### src/rtl/fesc_pkg.sv
package fesc_pkg;

  // Vector numbers whose class drives escalation
  localparam int unsigned DIV_VEC        = 0;
  localparam int unsigned DF_VEC         = 8;
  localparam int unsigned CONTRIB_LO_VEC = 10;
  localparam int unsigned CONTRIB_HI_VEC = 13;
  localparam int unsigned PF_VEC         = 14;

  typedef struct packed {
    logic contrib;
    logic page;
    logic dbl;
  } fesc_cls_t;

  typedef enum logic [1:0] {
    ACT_PASS     = 2'd0,
    ACT_DOUBLE   = 2'd1,
    ACT_SHUTDOWN = 2'd2
  } fesc_act_e;

endpackage

### src/rtl/fesc_class.sv
module fesc_class
  import fesc_pkg::*;
#(
  parameter int VEC_W = 8
) (
  input  logic             present_i,
  input  logic [VEC_W-1:0] vec_i,
  output fesc_cls_t        cls_o
);

  localparam logic [VEC_W-1:0] DIV_V  = VEC_W'(DIV_VEC);
  localparam logic [VEC_W-1:0] LO_V   = VEC_W'(CONTRIB_LO_VEC);
  localparam logic [VEC_W-1:0] HI_V   = VEC_W'(CONTRIB_HI_VEC);
  localparam logic [VEC_W-1:0] PF_V   = VEC_W'(PF_VEC);
  localparam logic [VEC_W-1:0] DF_V   = VEC_W'(DF_VEC);

  logic in_range;

  always_comb begin
    in_range      = (vec_i >= LO_V) && (vec_i <= HI_V);
    cls_o.contrib = present_i && ((vec_i == DIV_V) || in_range);
    cls_o.page    = present_i && (vec_i == PF_V);
    cls_o.dbl     = present_i && (vec_i == DF_V);
  end

endmodule

### src/rtl/fesc_decide.sv
module fesc_decide
  import fesc_pkg::*;
(
  input  logic      raise_i,
  input  logic      swint_i,
  input  fesc_cls_t prior_i,
  input  fesc_cls_t new_i,
  output fesc_act_e act_o,
  output logic      rec_load_o,
  output logic      rec_kill_o
);

  logic pair_contrib;
  logic pair_page;

  always_comb begin
    pair_contrib = prior_i.contrib && new_i.contrib;
    pair_page    = prior_i.page && (new_i.contrib || new_i.page);

    if (swint_i) begin
      act_o = ACT_PASS;
    end else if (prior_i.dbl) begin
      act_o = ACT_SHUTDOWN;
    end else if (pair_contrib || pair_page) begin
      act_o = ACT_DOUBLE;
    end else begin
      act_o = ACT_PASS;
    end

    rec_kill_o = raise_i && !swint_i && (act_o == ACT_SHUTDOWN);
    rec_load_o = raise_i && !swint_i && (act_o != ACT_SHUTDOWN) &&
                 ((act_o == ACT_DOUBLE) || new_i.contrib || new_i.page || new_i.dbl);
  end

endmodule

### src/rtl/fesc_prior_reg.sv
module fesc_prior_reg #(
  parameter int VEC_W = 8
) (
  input  logic             clk,
  input  logic             rst_n,
  input  logic             clear_i,
  input  logic             load_i,
  input  logic [VEC_W-1:0] load_vec_i,
  output logic             vld_o,
  output logic [VEC_W-1:0] vec_o
);

  logic             vld_d;
  logic [VEC_W-1:0] vec_d;
  logic             vec_en;

  always_comb begin
    vec_en = load_i;
    vec_d  = load_vec_i;
    if (load_i) begin
      vld_d = 1'b1;
    end else if (clear_i) begin
      vld_d = 1'b0;
    end else begin
      vld_d = vld_o;
    end
  end

  always_ff @(posedge clk or negedge rst_n) begin
    if (!rst_n) begin
      vld_o <= 1'b0;
    end else begin
      vld_o <= vld_d;
    end
  end

  always_ff @(posedge clk or negedge rst_n) begin
    if (!rst_n) begin
      vec_o <= '0;
    end else if (vec_en) begin
      vec_o <= vec_d;
    end
  end

endmodule

### src/rtl/fault_escalator.sv
module fault_escalator
  import fesc_pkg::*;
#(
  parameter int VEC_W = 8,
  parameter int ERR_W = 32
) (
  input  logic             clk,
  input  logic             rst_n,
  input  logic             raise_i,
  input  logic [VEC_W-1:0] vec_i,
  input  logic [ERR_W-1:0] err_i,
  input  logic             swint_i,
  input  logic             done_i,
  output logic             out_valid_o,
  output logic [VEC_W-1:0] out_vec_o,
  output logic [ERR_W-1:0] out_err_o,
  output logic             shutdown_o
);

  localparam logic [VEC_W-1:0] DF_V = VEC_W'(DF_VEC);
  localparam int               N_CLS = 2;

  logic             prior_vld_q;
  logic [VEC_W-1:0] prior_vec_q;
  logic             prior_live;

  logic             cls_present [N_CLS];
  logic [VEC_W-1:0] cls_vec     [N_CLS];
  fesc_cls_t        cls_out     [N_CLS];

  fesc_act_e        act;
  logic             rec_load;
  logic             rec_kill;
  logic             rec_clear;
  logic [VEC_W-1:0] rec_vec;

  logic             valid_d;
  logic             shut_d;
  logic             data_en;
  logic [VEC_W-1:0] vec_d;
  logic [ERR_W-1:0] err_d;

  // A completion in the same cycle retires the recorded exception first
  always_comb begin
    prior_live     = prior_vld_q && !done_i;
    cls_present[0] = prior_live;
    cls_vec[0]     = prior_vec_q;
    cls_present[1] = 1'b1;
    cls_vec[1]     = vec_i;
  end

  for (genvar g = 0; g < N_CLS; g++) begin : g_cls
    fesc_class #(.VEC_W(VEC_W)) u_cls (
      .present_i (cls_present[g]),
      .vec_i     (cls_vec[g]),
      .cls_o     (cls_out[g])
    );
  end

  fesc_decide u_decide (
    .raise_i    (raise_i),
    .swint_i    (swint_i),
    .prior_i    (cls_out[0]),
    .new_i      (cls_out[1]),
    .act_o      (act),
    .rec_load_o (rec_load),
    .rec_kill_o (rec_kill)
  );

  always_comb begin
    rec_vec   = (act == ACT_DOUBLE) ? DF_V : vec_i;
    rec_clear = done_i || rec_kill;
  end

  fesc_prior_reg #(.VEC_W(VEC_W)) u_prior (
    .clk        (clk),
    .rst_n      (rst_n),
    .clear_i    (rec_clear),
    .load_i     (rec_load),
    .load_vec_i (rec_vec),
    .vld_o      (prior_vld_q),
    .vec_o      (prior_vec_q)
  );

  // Output stage: next-state
  always_comb begin
    valid_d = raise_i && (act != ACT_SHUTDOWN);
    shut_d  = raise_i && (act == ACT_SHUTDOWN);
    data_en = valid_d;
    if (act == ACT_DOUBLE) begin
      vec_d = DF_V;
      err_d = '0;
    end else begin
      vec_d = vec_i;
      err_d = err_i;
    end
  end

  // Output stage: registers
  always_ff @(posedge clk or negedge rst_n) begin
    if (!rst_n) begin
      out_valid_o <= 1'b0;
      shutdown_o  <= 1'b0;
    end else begin
      out_valid_o <= valid_d;
      shutdown_o  <= shut_d;
    end
  end

  always_ff @(posedge clk or negedge rst_n) begin
    if (!rst_n) begin
      out_vec_o <= '0;
      out_err_o <= '0;
    end else if (data_en) begin
      out_vec_o <= vec_d;
      out_err_o <= err_d;
    end
  end

endmodule

### config.mk
export PLATFORM = sky130hd
export DESIGN_NAME = fault_escalator
export DESIGN_NICKNAME = d
export VERILOG_FILES = /design/src/rtl/fesc_pkg.sv /design/src/rtl/fesc_class.sv /design/src/rtl/fesc_decide.sv /design/src/rtl/fesc_prior_reg.sv /design/src/rtl/fault_escalator.sv
export SDC_FILE = /design/constraint.sdc
export NUM_CORES = 1
export LEC_CHECK = 0
export BUFFER_PORTS_ARGS = -buffer_cell sky130_fd_sc_hd__clkbuf_2
export CELL_PAD_IN_SITES_DETAIL_PLACEMENT = 1
export CELL_PAD_IN_SITES_GLOBAL_PLACEMENT = 2
export CORE_ASPECT_RATIO = 1.25
export CORE_MARGIN = 1.5
export CORE_UTILIZATION = 24
export CTS_CLUSTER_SIZE = 30
export DETAILED_ROUTE_END_ITERATION = 8
export PLACE_DENSITY = 0.76
export SLEW_MARGIN = 20
export SYNTH_ARGS = -nofsm -noshare
export SYNTH_HDL_FRONTEND = slang
export SYNTH_SLANG_ARGS = --single-unit
### constraint.sdc
create_clock -name clk -period 1.8 [get_ports clk]
set_input_delay 0.36 -clock clk [delete_from_list [all_inputs] [get_ports clk]]
set_output_delay 0.36 -clock clk [all_outputs]
set_load 0.01 [all_outputs]
# Yosys cells after proc, flatten, opt, wreduce, memory -nomap -nowiden
# Index checks and enable logic that the tools add are counted.
# word_totals
elab_cells,51
out_inout_bits,42
mem_count,0
latchBits,0
romBits,0
ram_bits,0
regBits,51
# op_classes
n_addsub,0
n_eq_ne,7
bitwise,0
magnitude_cmp,4
n_mux,7
n_shift,0
reduce_logical,27
multipliers,0
div_mod_pow,0
# ops
op,n
$eq 8x4->1 const B,4
$mux 32,1
$ge 8x4->1 const B,2
$le 8x4->1 const B,2
$logic_not 8->1,2
$logic_and 1x1->1,14
$logic_or 1x1->1,8
$mux 8,1
$mux 2,2
$mux 1,3
$eq 2x1->1 const B,1
$eq 2x2->1 const B,1
$logic_not 1->1,2
$ne 2x2->1 const B,1
$reduce_bool 2->1,1

# Depth between registers and ports, before layout
# Gate-level depths: netlist of run 1.
# logic_depth
depth_word,15
ltp_mapped,7
mapped_depth_nobuf,6

# Cells and area by module
# From an unflattened synthesis of run 1, not the netlist that was laid out.
# unflattened
cells_unflattened,298
hier_area_um2,2886.5
# by_module_without_submodules
module,seq_area_each_um2,area_each_um2,cells_each,n_inst
fault_escalator,1051.0,2321.0,249,1
fesc_prior_reg,225.2,369.1,20,1
fesc_class,0.0,70.1,11,2
fesc_decide,0.0,56.3,7,1

# Worst setup path after synthesis of run 1
# No wires, ideal clock.
# synth_path
path_type,input -> register
startpoint,input port vec_i[2]
endpoint,register out_err_o[18]
setup_ns,0.126
setup_slack_ns,-0.155
required_time_ns,1.674
stages,7
arrival_ns,1.829
path_buffers,2
cell_sequence,buf_2 nand2b_1 a22o_1 or4_4 a21oi_4 buf_6 o21ai_0
# synth_between
elab_chain_len,11
# synth_rtl
item,line,source
"start, declared",fault_escalator.sv:10,"input logic [VEC_W-1:0] vec_i,"
$ge 8x4->1 / $le 8x4->1 (equally long branches),fesc_class.sv:20,in_range = (vec_i >= LO_V) && (vec_i <= HI_V);
$logic_and 1x1->1,fesc_class.sv:20,
$logic_or 1x1->1,fesc_class.sv:21,cls_o.contrib = present_i && ((vec_i == DIV_V) || in_range);
$logic_or 1x1->1,fesc_decide.sv:18,pair_page = prior_i.page && (new_i.contrib || new_i.page);
$logic_and 1x1->1,fesc_decide.sv:18,
$logic_or 1x1->1 (*),fesc_decide.sv:24,end else if (pair_contrib || pair_page) begin
$mux 1 (*),fesc_decide.sv:24,
$mux 2 (*),fesc_decide.sv:22,end else if (prior_i.dbl) begin
$mux 2 (*),fesc_decide.sv:20,if (swint_i) begin
$eq 2x1->1 / $ne 2x2->1 (equally long branches),"fault_escalator.sv:90, fault_escalator.sv:87",
$mux 32 / $logic_and 1x1->1 (equally long branches),"fault_escalator.sv:90, fault_escalator.sv:87",
"end signal, assigned",fault_escalator.sv:116,out_err_o <= err_d;
"end, declared",fault_escalator.sv:16,"output logic [ERR_W-1:0] out_err_o,"
# Mark *: on every way between the ends. The rest lies on a longest branch, timed or not.
# A chain may end at the register's enable or synchronous reset.

# Final worst setup path of run 1
# layout_path
startpoint,register u_prior.vec_o[7]
endpoint,register out_err_o[24]
# layout_between
elab_chain_len,11
# layout_rtl
item,line,source
"start, declared",fesc_prior_reg.sv:10,output logic [VEC_W-1:0] vec_o
"start signal, assigned",fesc_prior_reg.sv:41,vec_o <= vec_d;
$ge 8x4->1 / $le 8x4->1 (equally long branches),fesc_class.sv:20,
$logic_and 1x1->1,fesc_class.sv:20,
$logic_or 1x1->1,fesc_class.sv:21,
$logic_and 1x1->1,fesc_class.sv:21,
$logic_and 1x1->1,fesc_decide.sv:17,pair_contrib = prior_i.contrib && new_i.contrib;
$logic_or 1x1->1,fesc_decide.sv:24,
$mux 1,fesc_decide.sv:24,
$mux 2 (*),fesc_decide.sv:22,
$mux 2 (*),fesc_decide.sv:20,
$eq 2x1->1 / $ne 2x2->1 (equally long branches),"fault_escalator.sv:90, fault_escalator.sv:87",
$mux 32 / $logic_and 1x1->1 (equally long branches),"fault_escalator.sv:90, fault_escalator.sv:87",
# Marks and branches as above.

==> results of run 1 <==
## report_power, final
group | internal, W | switching, W
Clock | 0.000408 | 0.000367
Combinational | 0.000222 | 0.000238
Sequential | 0.00124 | 0.0000639
Total | 0.00188 | 0.000669
## worst max path at each step
| stage | start | to | slack, ns | cells past startpoint |
|---|---|---|---|---|
| 6_report | u_prior.vec_o[7] | out_err_o[24] | -0.26 | 7 |
| 5_1_grt | u_prior.vec_o[7] | out_err_o[29] | -0.37 | 7 |
| 4_1_cts | u_prior.vec_o[4] | out_err_o[10] | -0.27 | 7 |
| 3_5_place_dp | vec_i[5] | out_err_o[27] | -0.36 | 7 |
| 3_3_place_gp | vec_i[5] | out_err_o[30] | -0.32 | 7 |
| 2_1_floorplan | vec_i[2] | out_err_o[0] | -0.10 | 7 |
## cell families (layout without fill, tap and decap cells)
group                     Yosys count  count (layout)
buffers and inverters              19             127
DFF                                51              51
AOI/OAI and AO/OA                  48              48
and+or+nand+nor                   115             115
xor gates and xnor gates            1               1
## flip-flops by register name, summed over array words and instances, names as in the netlist
name,cells
out_valid_o,1
out_vec_o,8
out_err_o,32
u_prior.vld_o,1
shutdown_o,1
u_prior.vec_o,8
## routing by layer
layer / vias up / GRT usage (%) / routed length, um
li1: 979 / - / -
met3: 4 / 2.65 / 330
met1: 942 / 18.3 / 2750
met2: 60 / 25.8 / 3440
met5: - / 0 / 0
met4: 0 / 3.06 / 42
## stage by stage
stage	util (%)	TNS (ns)	cell area (sq um)	cells	hold slack [ns]
finish	36.4	-8.35	3170	462	0.0388
global route	36.4	-13.04	3170	462	0.0471
CTS	36.9	-9.99	3210	465	0.0478
detailed placement	33.2	-12.76	2890	446	0.385
global placement	33.2	-11.08	2890	446	0.380
floorplan	-	-3.13	2200	234	0.0644
## synth_stat cells, drive strengths merged, types with 2 or more instances
| cell | n | area share (%) |
|---|---|---|
| a211oi | 2 | 0.69 |
| and2 | 4 | 1.2 |
| buf | 5 | 2.0 |
| clkbuf | 9 | 1.6 |
| dfrtp | 51 | 59 |
| inv | 5 | 0.87 |
| nand2 | 86 | 15 |
| nand2b | 6 | 1.7 |
| nand3 | 2 | 0.46 |
| nor2 | 6 | 1.0 |
| nor2b | 2 | 0.58 |
| nor3 | 2 | 0.46 |
| nor4 | 3 | 0.87 |
| o21ai | 36 | 8.3 |
| o22a | 2 | 0.81 |
| o22ai | 3 | 0.87 |
## repair_timing
item                       CTS  global route
cloned                       4             0
pin swaps                    8             5
setup buffers                8             2
gates resized for setup     17             3
setup endpoints to repair   45            50
## worst max-delay path, cell delays in order (launching register included)
cell	delay, ns
dfrtp_1	0.41
nor4_4	0.33
nand2_1	0.13
or4b_4	0.55
a21oi_4	0.18
buf_4	0.16
buf_16	0.13
o21ai_1	0.06
## layout make-up
type / instances / area [sq um] / area share, %
clock buffer: 6 / 72.6 / 2.29
clock inverter: 1 / 30.0 / 0.949
timing repair buffer: 115 / 761 / 24.0
tap: 120 / 150 / 4.74
inverter: 5 / 18.8 / 0.593
sequential: 51 / 1280 / 40.3
multi-input combinational: 164 / 857 / 27.1
==> flow_metrics.env, run 1 <==
export IMPL_start_util_pct=24.8
export IMPL_wl_um=6570
export IMPL_post_drt_wl_per_cell_um=14.2
export IMPL_setup_viol_count_final=40
export IMPL_min_period_ns=2.06
export IMPL_drv_slew=0
export IMPL_root_buffer="clkbuf_8"
export IMPL_final_cell_mix="86 x clkbuf_2, 83 x nand2_1, 51 x dfrtp_1, 30 x o21ai_1, 20 x buf_4"
export IMPL_leakagePower_nw=1.60
export IMPL_numClockSinks=51
export IMPL_yosysWarnings=0
export IMPL_arrival_ns=2.25
export IMPL_cts_tree="done"
export IMPL_die_area_sq_um=9590
export IMPL_drv_cap=0
export IMPL_cp_max_fo=9
export IMPL_regToRegSetupSlack_ns=-0.26
export IMPL_synth_xor_area_share_pct=0.405
export IMPL_drive_gt1_share_pct=39.5
export IMPL_synth_compound_area_share_pct=13.0
export IMPL_path_clk_slew_ns=0.09
export IMPL_final_common_cell="clkbuf_2"
export IMPL_place_hpwl_um=4410
export IMPL_synth_area_mux_share_pct=0
export IMPL_synth_simple_area_share_pct=23.1
export IMPL_grt_overflow=0
export IMPL_first_pass_iters=4
export IMPL_hold_viol=0
export IMPL_ff2ff_path_depth=7
export IMPL_route_detailed_drc=0
export IMPL_slew_headroom_pct=77.7
export IMPL_coreArea_sq_um=8700
export IMPL_grt_pass1_vias=2105
export IMPL_syn_area_per_cell_sq_um=9.24
export IMPL_ant_nets=0
export IMPL_worstSetupPathType="reg -> reg"
export IMPL_ys_ff_latch=51
export IMPL_hold_buffers=0
export IMPL_holdCritPathClass="in -> async"
export IMPL_worstMarginPinSlew_ns=0.331
export IMPL_viasPerCell=4.30
export IMPL_yosys_area_share_adder_pct=0
export IMPL_antenna_found_initial=0
export IMPL_synthArstFlopShare_pct=100
export IMPL_antenna_cells=0
export IMPL_skew_ns=0.00989
export IMPL_syn_nets=279
export IMPL_syn_area_sq_um=2160
export IMPL_ys_seq_area_share_pct=59.0
export IMPL_outcome="finished with violations"
export IMPL_die_h_um=109
export IMPL_p_total_w=0.00254
export IMPL_min_period_over_period_pct=115
export IMPL_synth_ff_type="dfrtp_1"
export IMPL_port_buffers=86
export IMPL_max_freq_mhz=485
export IMPL_row_count=38
export IMPL_fin_ws_ns=-0.262
export IMPL_drt_iter0_markers=68
export IMPL_fillCellCount=1066
export IMPL_r2r_end="out_err_o[24]"
export IMPL_clkLatencyLatePin_ns=0.30
export IMPL_pre_cts_ws_ns=-0.362
export IMPL_synth_cell_types=29
export IMPL_grt_use_total_pct=14.6
export IMPL_die_w_um=87.9
export IMPL_vias=1985
export IMPL_power_density_nw_per_um2=804
export IMPL_synth_edf_count=0
export IMPL_cts_buffer_depth=2
export IMPL_cts_htree_levels=2
export IMPL_cp_end_kind="flip-flop"
export IMPL_violations="setup timing"
export IMPL_grt_max_degree=52
export IMPL_area_growth_syn_to_layout_pct=46.4
export IMPL_cts_inserted_buffers=5
export IMPL_peakVddDrop_uv=375
export IMPL_critPathLaunchType="flip-flop"
export IMPL_gp_congestion=0.759
export IMPL_nets=387
export IMPL_r2r_start="u_prior.vec_o[7]"
export IMPL_synth_cells=234
export IMPL_rsz0062_at_grt="yes"
export IMPL_ios=87
export IMPL_grt_pass1_wl_um=10700
export IMPL_required_ns=1.99
export IMPL_synth_top_family_by_area="simple AND/OR/NAND/NOR gates"
Power figures use the tool's default switching activity.
==> run 2, diff against run 1 <==
Settings changed: ABC_AREA set to 1, CORE_MARGIN 1.5 to unset, CORE_UTILIZATION 24 to 27, PLACE_DENSITY 0.76 to 0.82.
Clock period 1.8 ns to 1.95 ns, I/O delays scaled along.
==> flow_metrics.env, run 2 <==
export IMPL_skew_ns=0.00777
export IMPL_min_period_ns=1.68
export IMPL_cts_inserted_buffers=5
export IMPL_switching_share_pct=27.0
export IMPL_power_frac_seq_pct=52.9
export IMPL_leakagePower_nw=1.66
export IMPL_synth_area_top_cells="dfrtp_1 57%, nand2_1 20%, nand3_1 6.7%, nand3_2 4.5%, inv_1 2.8%"
export IMPL_clkPwrFrac_pct=30.4
export IMPL_pre_cts_ws_ns=0.145
export IMPL_drv_cap=0
export IMPL_post_drt_wl_per_cell_um=13.4
export IMPL_die_h_um=104
export IMPL_cts_tree="done"
export IMPL_worstSetupPathType="reg -> reg"
export IMPL_first_pass_iters=4
export IMPL_cp_end_kind="flip-flop"
export IMPL_place_hpwl_um=4380
export IMPL_netlist_top_cell_by_area="dfrtp_1"
export IMPL_final_common_cell="nand2_1"
export IMPL_syn_area_per_cell_sq_um=8.46
export IMPL_nets=399
export IMPL_largest_reg_flops=32
export IMPL_slew_headroom_pct=56.4
export IMPL_route_detailed_drc=0
export IMPL_vias=2039
export IMPL_ios=87
export IMPL_grt_overflow=0
export IMPL_arrival_ns=1.86
export IMPL_grt_max_degree=52
export IMPL_synthArstFlopShare_pct=100
export IMPL_post_cts_resized=0
export IMPL_synth_ff_type="dfrtp_1"
export IMPL_numClockSinks=51
export IMPL_ys_ff_latch=51
export IMPL_clkLatencyLatePin_ns=0.30
export IMPL_yosysWarnings=0
export IMPL_drv_slew=0
export IMPL_fillCellCount=976
export IMPL_power_frac_comb_pct=16.7
export IMPL_synth_most_common_cell="nand2_1"
export IMPL_synth_cell_types=17
export IMPL_synth_edf_count=0
export IMPL_start_util_pct=28.3
export IMPL_cp_max_fo=25
export IMPL_p_int_w=0.00170
export IMPL_drt_iter0_markers=97
export IMPL_hold_viol=0
export IMPL_synth_cells=265
export IMPL_cts_buffer_depth=2
export IMPL_required_ns=2.14
export IMPL_gp_congestion=0.752
export IMPL_peakVddDrop_uv=337
export IMPL_rsz0062_at_grt="no"
export IMPL_min_period_over_period_pct=85.9
export IMPL_area_growth_syn_to_layout_pct=28.5
export IMPL_outcome="completed"
export IMPL_die_w_um=83.5
export IMPL_die_area_sq_um=8670
export IMPL_reg_top3="out_err_o (32), out_vec_o (8), u_prior.vec_o (8)"
export IMPL_drive_gt1_share_pct=32.5
export IMPL_antenna_cells=0
export IMPL_grt_pass1_vias=2148
export IMPL_root_buffer="clkbuf_8"
export IMPL_timing_setup_tns_ns=0
export IMPL_grt_use_total_pct=14.8
export IMPL_coreArea_sq_um=7930
export IMPL_viasPerCell=4.54
export IMPL_port_buffers=86
export IMPL_ys_seq_area_share_pct=56.9
export IMPL_power_net_switching_w=0.000630
export IMPL_max_flop_register="out_err_o"
export IMPL_syn_nets=310
export IMPL_fin_ws_ns=0.275
export IMPL_synth_common_cells="117 x nand2_1, 51 x dfrtp_1, 30 x nand3_1"
export IMPL_synth_top_area_share_pct=56.9
export IMPL_setup_viol_count_final=0
export IMPL_grt_pass1_wl_um=10500
export IMPL_ant_nets=0
export IMPL_final_cell_mix="117 x nand2_1, 86 x clkbuf_2, 51 x dfrtp_1, 30 x nand3_1, 17 x inv_1"
export IMPL_row_count=36
export IMPL_holdCritPathClass="in -> async"
export IMPL_hold_buffers=0
export IMPL_max_freq_mhz=597
export IMPL_worstMarginPinSlew_ns=0.654
export IMPL_power_density_nw_per_um2=809
export IMPL_path_clk_slew_ns=0.09
export IMPL_cts_htree_levels=2
export IMPL_wl_um=6010
export IMPL_antenna_found_initial=0
export IMPL_critPathLaunchType="flip-flop"
export IMPL_postCtsSetupRepairBufs=0
export IMPL_syn_area_sq_um=2240
-- run 2: cell types whose count changed after synthesis, sizes merged, moves of 4 or more --
cell    before  now
buf          5   12
nand2b       6    0
nand3        2   40
clkbuf       9    0
inv          5   18
nor2         6   17
o21ai       36    1
nand4        1    5
nand2       86  118
and2         4    0
-- run 2: layout make-up --
| type | count | area [sq um] | share of cell area [%] |
|---|---|---|---|
| multi-input combinational | 184 | 822 | 28.5 |
| sequential | 51 | 1280 | 44.3 |
| clock buffer | 6 | 72.6 | 2.52 |
| timing repair buffer | 94 | 494 | 17.2 |
| clock inverter | 1 | 30.0 | 1.04 |
| inverter | 18 | 67.6 | 2.34 |
| tap | 95 | 119 | 4.13 |
-- run 2: kinds of logic (layout without fill, tap and decap cells) --
family                 count (synthesis)  in the layout  synth area share, %
and+or+nand+nor                      183            183                 36.4
DFF                                   51             51                 56.9
buffers and inverters                 30            119                 6.42
AOI/OAI and AO/OA                      1              1                0.223
-- run 2: worst max-delay path: stages, from the launching register on --
cell and delay (ns):
dfrtp_1 0.39, nor2_1 0.14, nand2_1 0.07, nor2_1 0.14, nand4_1 0.14, nand2_1 0.11
inv_2 0.04, nand2_2 0.07, buf_6 0.24, nand2_1 0.11, nand2_1 0.07, nand2_1 0.05
-- run 2: routing by layer --
layer  vias to the layer above  routed length [um]  track usage [%]
li1                        998                   -                -
met4                         0                  43             3.27
met5                         -                   0                0
met2                        46                3150             26.6
met1                       989                2610             18.4
met3                         6                 216             2.94
-- run 2: per-stage QoR --
stage | cell area [sq um] | total power [W] | util, % | instances | hold WS [ns]
floorplan | 2240 | 0.00144 | - | 265 | 0.0944
global placement | 2780 | 0.00164 | 35.0 | 442 | 0.464
detailed placement | 2780 | 0.00166 | 35.0 | 442 | 0.464
CTS | 2880 | 0.00238 | 36.3 | 449 | 0.235
global route | 2880 | 0.00247 | 36.3 | 449 | 0.252
finish | 2880 | 0.00233 | 36.3 | 449 | 0.196
-- run 2: power by group through the flow --
stage	registers [W]	clock network, W	logic, W
2_1_floorplan	0.00128	0	0.000167
3_3_place_gp	0.00125	0	0.000394
3_5_place_dp	0.00125	0	0.000402
4_1_cts	0.00123	0.000742	0.000404
5_1_grt	0.00125	0.000781	0.000447
6_report	0.00123	0.000709	0.000389
-- run 2: path summary, 6_finish.rpt --
kind | from | endpoint | slack, ns | cells past startpoint
min reg2reg | out_err_o[8] | out_err_o[8] | 0.48 | 2
max | u_prior.vec_o[5] | u_prior.vec_o[3] | 0.27 | 11
min | rst_n | out_err_o[30] | 0.20 | 2
max in group asynchronous | rst_n | u_prior.vec_o[0] | 1.31 | 2
min in group clk | swint_i | shutdown_o | 0.28 | 2
max reg2reg | u_prior.vec_o[5] | u_prior.vec_o[3] | 0.27 | 11
==> run 3, diff against run 2 <==
Settings changed: CORE_ASPECT_RATIO 1.25 to unset, PLACE_DENSITY 0.82 to 0.76.
==> flow_metrics.env, run 3 (synthesized netlist as in run 2, its figures left out) <==
export IMPL_outcome="completed"
export IMPL_cts_tree="done"
export IMPL_multi_input_area_sq_um=822
export IMPL_max_flop_register="out_err_o"
export IMPL_drv_slew=0
export IMPL_rsz0062_at_grt="no"
export IMPL_min_period_ns=1.66
export IMPL_final_cell_mix="117 x nand2_1, 86 x clkbuf_2, 51 x dfrtp_1, 30 x nand3_1, 17 x inv_1"
export IMPL_slew_headroom_pct=56.0
export IMPL_post_drt_wl_per_cell_um=13.3
export IMPL_hold_viol=0
export IMPL_path_clk_slew_ns=0.10
export IMPL_grt_pass1_wl_um=10200
export IMPL_cts_buffer_depth=2
export IMPL_die_h_um=93.1
export IMPL_r2r_end="u_prior.vec_o[3]"
export IMPL_post_cts_resized=0
export IMPL_fillCellCount=998
export IMPL_peakVddDrop_uv=361
export IMPL_die_area_sq_um=8670
export IMPL_drv_cap=0
export IMPL_critPathLaunchType="flip-flop"
export IMPL_place_hpwl_um=4390
export IMPL_grt_use_total_pct=14.9
export IMPL_port_buffers=86
export IMPL_r2r_start="u_prior.vec_o[7]"
export IMPL_route_detailed_drc=0
export IMPL_nets=397
export IMPL_cts_inserted_buffers=5
export IMPL_viasPerCell=4.42
export IMPL_row_count=32
export IMPL_wl_um=6070
export IMPL_worstMarginPinSlew_ns=0.660
export IMPL_holdCritPathClass="in -> async"
export IMPL_ant_nets=0
export IMPL_max_freq_mhz=602
export IMPL_required_ns=2.14
export IMPL_root_buffer="clkbuf_8"
export IMPL_power_density_nw_per_um2=817
export IMPL_largest_reg_flops=32
export IMPL_final_common_cell="nand2_1"
export IMPL_drt_iter0_markers=50
export IMPL_ios=87
export IMPL_pre_cts_ws_ns=0.257
export IMPL_postCtsSetupRepairBufs=0
export IMPL_gp_congestion=0.734
export IMPL_skew_ns=0.0123
export IMPL_cts_htree_levels=2
export IMPL_cp_end_kind="flip-flop"
export IMPL_cp_max_fo=39
export IMPL_grt_max_degree=52
export IMPL_grt_overflow=0
export IMPL_min_period_over_period_pct=85.2
export IMPL_leakagePower_nw=1.67
export IMPL_final_util_pct=36.9
export IMPL_antenna_cells=0
export IMPL_vias=2010
export IMPL_regToRegSetupSlack_ns=0.29
export IMPL_die_w_um=93.1
export IMPL_coreArea_sq_um=7890
export IMPL_antenna_found_initial=0
export IMPL_regArea_sq_um=1280
export IMPL_fin_ws_ns=0.289
export IMPL_numClockSinks=51
export IMPL_clkLatencyLatePin_ns=0.30
export IMPL_ff2ff_path_depth=11
export IMPL_reg_top3="out_err_o (32), out_vec_o (8), u_prior.vec_o (8)"
export IMPL_setup_viol_count_final=0
export IMPL_arrival_ns=1.85
export IMPL_worstSetupPathType="reg -> reg"
export IMPL_start_util_pct=28.4
export IMPL_timing_setup_tns_ns=0
export IMPL_grt_pass1_vias=2083
export IMPL_area_growth_syn_to_layout_pct=29.9
export IMPL_hold_buffers=0
export IMPL_first_pass_iters=4
export IMPL_drive_gt1_share_pct=32.6
## run 3: changes by cell type in the layout (fill, tap and decap cells not counted)
cell and change:
buf_12 +2, clkbuf_8 +1, buf_4 -3, clkinv_2 +1, clkbuf_1 -1, buf_6 -1
## run 3: critical path, stage by stage, from the launching register on
cell and delay [ns]:
dfrtp_1 0.39, nor2_1 0.16, nand2_1 0.08, nor2_1 0.14, nand4_1 0.13, nand2_1 0.10, inv_2 0.04, nand2_2 0.07
buf_12 0.22, nand2_1 0.10, nand2_1 0.07, nand2_1 0.05
## run 3: where the power goes
group | internal, W | switching, W | total [W]
combinational | 0.000161 | 0.000231 | 0.000393
sequential | 0.00116 | 0.0000648 | 0.00123
clock | 0.000416 | 0.000342 | 0.000758
total | 0.00174 | 0.000639 | 0.00238
## run 3: how the worst max path moves through the flow
| stage | endpoint | startpoint | slack (ns) | cells after the start |
|---|---|---|---|---|
| floorplan | out_err_o[18] | vec_i[5] | 0.52 | 12 |
| global placement | u_prior.vec_o[3] | vec_i[2] | 0.27 | 13 |
| detailed placement | u_prior.vec_o[3] | vec_i[2] | 0.26 | 13 |
| CTS | u_prior.vec_o[3] | u_prior.vec_o[7] | 0.26 | 11 |
| global route | out_vec_o[3] | u_prior.vec_o[7] | 0.08 | 11 |
| finish | u_prior.vec_o[3] | u_prior.vec_o[7] | 0.29 | 11 |
## run 3: layout make-up
class	count	share of cell area, %
Multi-Input combinational cell	184	28.2
Clock buffer	6	2.84
Sequential cell	51	43.8
Clock inverter	2	1.20
Inverter	18	2.32
Tap cell	102	4.38
Timing Repair Buffer	92	17.2
## run 3: per-stage QoR
stage / hold WS, ns / instances / instance area [sq um] / total power, W
finish: 0.192 / 455 / 2910 / 0.00238
global route: 0.245 / 455 / 2910 / 0.00253
CTS: 0.223 / 455 / 2910 / 0.00243
detailed placement: 0.467 / 447 / 2790 / 0.00165
global placement: 0.462 / 447 / 2790 / 0.00165
floorplan: 0.0944 / 265 / 2240 / 0.00144
## run 3: per-layer routing
layer | track usage (%) | wire length, um
met5 | 0 | 0
met3 | 3.17 | 286
met4 | 3.08 | 38
met1 | 19.5 | 2750
met2 | 25.6 | 2990
